[src/rtl/tt_pkg.sv]
package tt_pkg;
    localparam logic [31:0] OFF_CTRL   = 32'h10;
    localparam logic [31:0] OFF_RELOAD = 32'h14;
    localparam logic [31:0] OFF_COUNT  = 32'h18;
    localparam int          FLAG_BIT   = 16;

    typedef struct packed {
        logic clk_sel;   // bit 2: 1 = processor clock
        logic irq_en;    // bit 1
        logic enable;    // bit 0
    } ctrl_t;
endpackage

[src/rtl/tt_tick_sync.sv]
module tt_tick_sync #(
    parameter int STAGES = 2
) (
    input  logic clk,
    input  logic rst_n,
    input  logic async_i,
    output logic rise_o
);
    localparam int W = STAGES + 1;

    logic [W-1:0] sh_d, sh_q;

    always_comb begin
        sh_d   = {sh_q[W-2:0], async_i};
        rise_o = sh_q[STAGES-1] & ~sh_q[STAGES];
    end

    always_ff @(posedge clk or negedge rst_n) begin
        if (!rst_n) sh_q <= '0;
        else        sh_q <= sh_d;
    end

    // one synchronised edge gives a single tick
    a_r11_single_rise: assert property (@(posedge clk) disable iff (!rst_n)
        rise_o |=> !rise_o);
endmodule

[src/rtl/tt_down_counter.sv]
module tt_down_counter #(
    parameter int CNT_W = 24
) (
    input  logic             clk,
    input  logic             rst_n,
    input  logic             step_i,
    input  logic             clear_i,
    input  logic [CNT_W-1:0] reload_i,
    output logic [CNT_W-1:0] count_o,
    output logic             wrap_o
);
    localparam logic [CNT_W-1:0] ONE = CNT_W'(1);

    typedef struct packed {
        logic [CNT_W-1:0] cnt;
    } cnt_st_t;

    cnt_st_t st_d, st_q;

    always_comb begin
        st_d   = st_q;
        wrap_o = 1'b0;
        if (clear_i) begin
            st_d.cnt = '0;
        end else if (step_i) begin
            if (st_q.cnt == '0) begin
                st_d.cnt = reload_i;
            end else begin
                st_d.cnt = st_q.cnt - ONE;
                wrap_o   = (st_q.cnt == ONE);
            end
        end
    end

    always_ff @(posedge clk or negedge rst_n) begin
        if (!rst_n) st_q <= '0;
        else        st_q <= st_d;
    end

    assign count_o = st_q.cnt;

    a_r4_step_dec: assert property (@(posedge clk) disable iff (!rst_n)
        (step_i && !clear_i && st_q.cnt != '0) |=> (st_q.cnt == $past(st_q.cnt) - ONE));
    a_r9_clear_zero: assert property (@(posedge clk) disable iff (!rst_n)
        clear_i |=> (st_q.cnt == '0));
    a_r10_hold_zero: assert property (@(posedge clk) disable iff (!rst_n)
        (st_q.cnt == '0 && reload_i == '0) |=> (st_q.cnt == '0));
endmodule

[src/rtl/tt_reg_bank.sv]
module tt_reg_bank
    import tt_pkg::*;
#(
    parameter logic [31:0] BASE  = 32'hE000_E000,
    parameter int          CNT_W = 24
) (
    input  logic             clk,
    input  logic             rst_n,
    input  logic             bus_sel,
    input  logic             bus_wr,
    input  logic [31:0]      bus_addr,
    input  logic [31:0]      bus_wdata,
    output logic [31:0]      bus_rdata,
    input  logic             wrap_i,
    input  logic [CNT_W-1:0] count_i,
    output ctrl_t            ctrl_o,
    output logic [CNT_W-1:0] reload_o,
    output logic             count_clr_o,
    output logic             irq_o
);
    localparam logic [31:0] A_CTRL   = BASE + OFF_CTRL;
    localparam logic [31:0] A_RELOAD = BASE + OFF_RELOAD;
    localparam logic [31:0] A_COUNT  = BASE + OFF_COUNT;

    typedef struct packed {
        ctrl_t            ctrl;
        logic [CNT_W-1:0] reload;
        logic             flag;
        logic             irq;
    } rb_st_t;

    rb_st_t st_d, st_q;
    logic   hit_ctrl, hit_reload, hit_count;
    logic   rd_ctrl, wr_ctrl, wr_reload;
    logic   unused_wbits;

    assign unused_wbits = ^bus_wdata[31:CNT_W];

    always_comb begin
        hit_ctrl    = bus_sel && (bus_addr == A_CTRL);
        hit_reload  = bus_sel && (bus_addr == A_RELOAD);
        hit_count   = bus_sel && (bus_addr == A_COUNT);
        rd_ctrl     = hit_ctrl && !bus_wr;
        wr_ctrl     = hit_ctrl && bus_wr;
        wr_reload   = hit_reload && bus_wr;
        count_clr_o = hit_count && bus_wr;

        st_d = st_q;
        if (wr_ctrl)   st_d.ctrl   = ctrl_t'(bus_wdata[2:0]);
        if (wr_reload) st_d.reload = bus_wdata[CNT_W-1:0];
        if (count_clr_o)  st_d.flag = 1'b0;
        else if (wrap_i)  st_d.flag = 1'b1;
        else if (rd_ctrl) st_d.flag = 1'b0;
        st_d.irq = wrap_i && st_q.ctrl.irq_en;

        bus_rdata = '0;
        if (bus_sel && !bus_wr) begin
            if (hit_ctrl) begin
                bus_rdata[2:0]      = st_q.ctrl;
                bus_rdata[FLAG_BIT] = st_q.flag;
            end else if (hit_reload) begin
                bus_rdata[CNT_W-1:0] = st_q.reload;
            end else if (hit_count) begin
                bus_rdata[CNT_W-1:0] = count_i;
            end
        end
    end

    always_ff @(posedge clk or negedge rst_n) begin
        if (!rst_n) st_q <= '0;
        else        st_q <= st_d;
    end

    assign ctrl_o   = st_q.ctrl;
    assign reload_o = st_q.reload;
    assign irq_o    = st_q.irq;

    a_r6_flag_on_wrap: assert property (@(posedge clk) disable iff (!rst_n)
        wrap_i |=> st_q.flag);
    a_r8_irq_pulse: assert property (@(posedge clk) disable iff (!rst_n)
        st_q.irq |=> !st_q.irq);
    a_r8_irq_with_flag: assert property (@(posedge clk) disable iff (!rst_n)
        st_q.irq |-> st_q.flag);
    a_r9_flag_cleared: assert property (@(posedge clk) disable iff (!rst_n)
        count_clr_o |=> !st_q.flag);
endmodule

[src/rtl/tick_timer.sv]
module tick_timer
    import tt_pkg::*;
#(
    parameter logic [31:0] BASE        = 32'hE000_E000,
    parameter int          CNT_W       = 24,
    parameter int          SYNC_STAGES = 2
) (
    input  logic        clk,
    input  logic        rst_n,
    input  logic        bus_sel,
    input  logic        bus_wr,
    input  logic [31:0] bus_addr,
    input  logic [31:0] bus_wdata,
    output logic [31:0] bus_rdata,
    input  logic        ref_tick,
    output logic        tick_irq
);
    ctrl_t            ctrl;
    logic [CNT_W-1:0] reload, count;
    logic             count_clr, wrap, ref_rise, step;

    tt_tick_sync #(.STAGES(SYNC_STAGES)) u_sync (
        .clk     (clk),
        .rst_n   (rst_n),
        .async_i (ref_tick),
        .rise_o  (ref_rise)
    );

    assign step = ctrl.enable && (ctrl.clk_sel || ref_rise);

    tt_down_counter #(.CNT_W(CNT_W)) u_cnt (
        .clk      (clk),
        .rst_n    (rst_n),
        .step_i   (step),
        .clear_i  (count_clr),
        .reload_i (reload),
        .count_o  (count),
        .wrap_o   (wrap)
    );

    tt_reg_bank #(.BASE(BASE), .CNT_W(CNT_W)) u_regs (
        .clk         (clk),
        .rst_n       (rst_n),
        .bus_sel     (bus_sel),
        .bus_wr      (bus_wr),
        .bus_addr    (bus_addr),
        .bus_wdata   (bus_wdata),
        .bus_rdata   (bus_rdata),
        .wrap_i      (wrap),
        .count_i     (count),
        .ctrl_o      (ctrl),
        .reload_o    (reload),
        .count_clr_o (count_clr),
        .irq_o       (tick_irq)
    );

    // no request while the enable bit is clear
    a_r8_irq_gated: assert property (@(posedge clk) disable iff (!rst_n)
        tick_irq |-> $past(ctrl.irq_en));
endmodule

[config.mk]
export PLATFORM = sky130hd
export DESIGN_NAME = tick_timer
export DESIGN_NICKNAME = d
export VERILOG_FILES = /design/src/rtl/tt_pkg.sv /design/src/rtl/tt_tick_sync.sv /design/src/rtl/tt_down_counter.sv /design/src/rtl/tt_reg_bank.sv /design/src/rtl/tick_timer.sv
export SDC_FILE = /design/constraint.sdc
export NUM_CORES = 1
export LEC_CHECK = 0
export BUFFER_PORTS_ARGS = -buffer_cell sky130_fd_sc_hd__buf_4
export CORE_ASPECT_RATIO = 2
export CORE_MARGIN = 8
export CORE_UTILIZATION = 41
export CTS_CLUSTER_SIZE = 40
export DETAILED_ROUTE_END_ITERATION = 16
export PLACE_DENSITY = 0.76
export SYNTH_ARGS = -nofsm -noshare
export SYNTH_HDL_FRONTEND = slang
export SYNTH_SLANG_ARGS = --single-unit
[constraint.sdc]
create_clock -name clk -period 2.6 [get_ports clk]
set_input_delay 0.52 -clock clk [delete_from_list [all_inputs] [get_ports clk]]
set_output_delay 0.52 -clock clk [all_outputs]
set_load 0.03 [all_outputs]
==> results.ini <==
[run_status]
outcome=finished, violations left
violations=negative setup slack

[power_and_ir_drop]
p_leak_nw=2.21
switching_share_pct=20.7
p_per_area_nw_per_um2=382
p_sw_w=0.000380
combPwrFrac_pct=7.6
ir_worst_vdd_mv=0.497
p_clk_share_pct=44.7
internal_power_w=0.00145
p_seq_share_pct=47.7

[worst_setup_path]
r2r-start=u_cnt.count_o[18]
reg2reg_to=u_cnt.count_o[10]
worstSetupPathType=input pin to output pin
max_stage_delay_ns=0.33
rrSetupSlack_ns=0.28
startpoint=bus_addr[6]
worst-path-max-fanout=10
cp-endpoint=bus_rdata[23]
rr_worst_depth=7
cp_slowest_cell=nor4_4
crit_path_cell_trace=buf_6, nor4_4, nand3_2, nor4_4, buf_4, nand2_4, nor2_4, buf_12, a22o_1, buf_6
cp.required_ns=2.08
critPathLaunchType=input pin
cp.arrival_ns=2.29
endpoint_kind=output pin

[clock_tree]
cts_made_buffers=5
h-tree-depth=2
clock_sinks=56
cts_tree=done
insertion_delay_ns=0.30
worst_setup_hold_path_clk_slew_ns=0.07
clock-root-buffer=clkbuf_16
clk_path_buf_depth=2
hold_buffers=0

[synth]
synthTopCellsByArea=dfrtp_1 40%, mux2_2 6.2%, a22o_1 4.8%
netlist_area_sq_um=3470
synth-seq-cells=56
async_flop_share_pct=100
seq_area_frac_synth_pct=40.4
synth.most_common_cell=dfrtp_1
synth.distinct_cells=60
yosys.area.top_type_share_pct=40.4
synth_edf_count=0
synthCells=350
yosys_warnings=0
avgSynthCellArea_sq_um=9.91
synth_top_area_cell=dfrtp_1
synth.top_cells.by_count=56 x dfrtp_1, 28 x a21oi_1, 24 x nor2_1, 19 x a22o_1, 19 x mux2_2
ys.flop_type=dfrtp_1

[floorplanning]
dieArea_sq_um=11800
initial_core_util_pct=42.1
dieHeight_um=146
design.portCount=102
fp.dieW_um=81.0
core-area_sq_um=8230
rows=47

[route]
vias_per_cell=5.79
firstDrtPassIters=5
ant_nets=0
totalWireLength_um=10300
remaining_drc_errors=0
drt_iter0_drc=227
via_count=3145
wl_per_cell_um=19.0

[global_route]
antenna_found_initial=0
grt_overflow=0
grt_pass1_wl_um=16400
grt_max_degree=57
groute.usage.overall_pct=17.5
grt_pass1_vias=3321

[timing]
drv_slew=0
setup_viol=19
finalHoldViolations=0
rsz0062_at_grt=yes
worst_pin_slew_ns=0.722
fin_worst_skew_ns=0.00854
max_freq_ghz=0.355
slew_headroom_pct=51.9
setup_ws_ns=-0.214
min_period_ns=2.81
fin_crit_sh_pct=108
holdWs_ns=0.275

[place]
dp_slack_ns=-0.284
port_buffers=85
dp_hpwl_um=7190
place_congestion=0.867
dp.cells=528

[hold_path]
hold_path.class=input pin to asynchronous set/reset pin

[finish]
drive_above_1_share_pct=40.4
stdcell_count=543
layout.nets=516
fillers=731
syn_to_final_growth_pct=38.4
num_antenna_cells=0

[flow_run]
cap_violations=0

-- worst max-delay path, delay by kind of cell --
family,cells,cell delay [ns]
buffers and inverters,4,0.60
and+or+nand+nor,5,1.00
AOI/OAI and AO/OA,1,0.18
-- routing by layer --
layer,vias up,global-route usage [%],wire length [um]
met3,21,3.51,461
met4,0,7.48,274
met2,92,32.1,6090
li1,1467,-,-
met5,-,0,0
met1,1565,17.9,3470
-- cell usage in the layout, fill, tap and decap left out, types with 5 or more instances in the layout --
| cell | instances |
|---|---|
| a21oi_1 | 27 |
| a221oi_2 | 6 |
| a22o_1 | 9 |
| a22o_4 | 9 |
| buf_4 | 79 |
| buf_6 | 27 |
| clkbuf_16 | 6 |
| conb_1 | 8 |
| dfrtp_1 | 56 |
| inv_1 | 11 |
| mux2_1 | 11 |
| mux2_2 | 19 |
| nand2_1 | 18 |
| nand3_1 | 6 |
| nand4_1 | 6 |
| nor2_1 | 23 |
| nor3_1 | 16 |
| nor4_4 | 5 |
| o21ai_0 | 9 |
| o21ai_1 | 11 |
| o2bb2ai_1 | 6 |
-- per-stage QoR --
stage	total power [W]	utilization [%]	TNS, ns	area, sq um
after floorplan	0.000930	-	-0.390	3510
after global placement	0.00101	51.9	-4.59	4270
after detailed placement	0.00101	51.9	-4.82	4270
after CTS	0.00183	56.1	-3.09	4620
after global routing	0.00189	58.3	-4.39	4800
final	0.00183	58.3	-3.14	4800
-- registers in the layout (all words and copies together), names as in the netlist --
signal	flops
u_cnt.count_o	24
u_regs.reload_o	24
u_regs.ctrl_o	3
u_sync.sh_q	3
u_regs.irq_o	1
u_regs.st_q	1
-- power groups by stage --
| stage | registers [W] | logic [W] | clock network [W] |
|---|---|---|---|
| final | 0.000873 | 0.000139 | 0.000820 |
| after global routing | 0.000873 | 0.000149 | 0.000871 |
| after CTS | 0.000873 | 0.000126 | 0.000831 |
| after detailed placement | 0.000890 | 0.000122 | 0 |
| after global placement | 0.000890 | 0.000119 | 0 |
| after floorplan | 0.000891 | 0.0000398 | 0 |
-- worst min-delay path by stage --
stage / to / startpoint / slack (ns)
after floorplan: u_cnt.count_o[0] / rst_n / 0.22
after CTS: u_regs.irq_o / rst_n / 0.31
after detailed placement: u_sync.sh_q[1] / u_sync.sh_q[0] / 0.34
after global routing: u_sync.sh_q[0] / ref_tick / 0.32
final: u_regs.irq_o / rst_n / 0.27
after global placement: u_sync.sh_q[1] / u_sync.sh_q[0] / 0.33
-- final cells by class --
cell class	instances	area, sq um	share of cell area (%)
Timing Repair Buffer	112	1030	21.4
Clock buffer	7	153	3.18
Inverter	11	41.3	0.860
Sequential cell	56	1400	29.2
Tap cell	98	123	2.55
Multi-Input combinational cell	258	2020	42.1
Clock inverter	1	30.0	0.625
-- logic make-up (layout without fill, tap and decap cells) --
kind of cell / count (synthesis) / in the layout / share of synthesized area (%)
other cells: 1 / 8 / 0.108
flops: 56 / 56 / 40.4
buf+inv: 43 / 131 / 6.93
fa+ha+maj: 3 / 3 / 1.08
compound gates: 99 / 99 / 20.6
simple gates: 114 / 114 / 20.0
mux: 34 / 34 / 10.9
-- repair_timing --
item	CTS	global route
gates cloned	1	2
buffers inserted	3	1
pin swaps	2	16
endpoints found under the setup margin	19	24
gates resized for setup	29	22
Note: power is estimated with default switching activity, not from simulation.
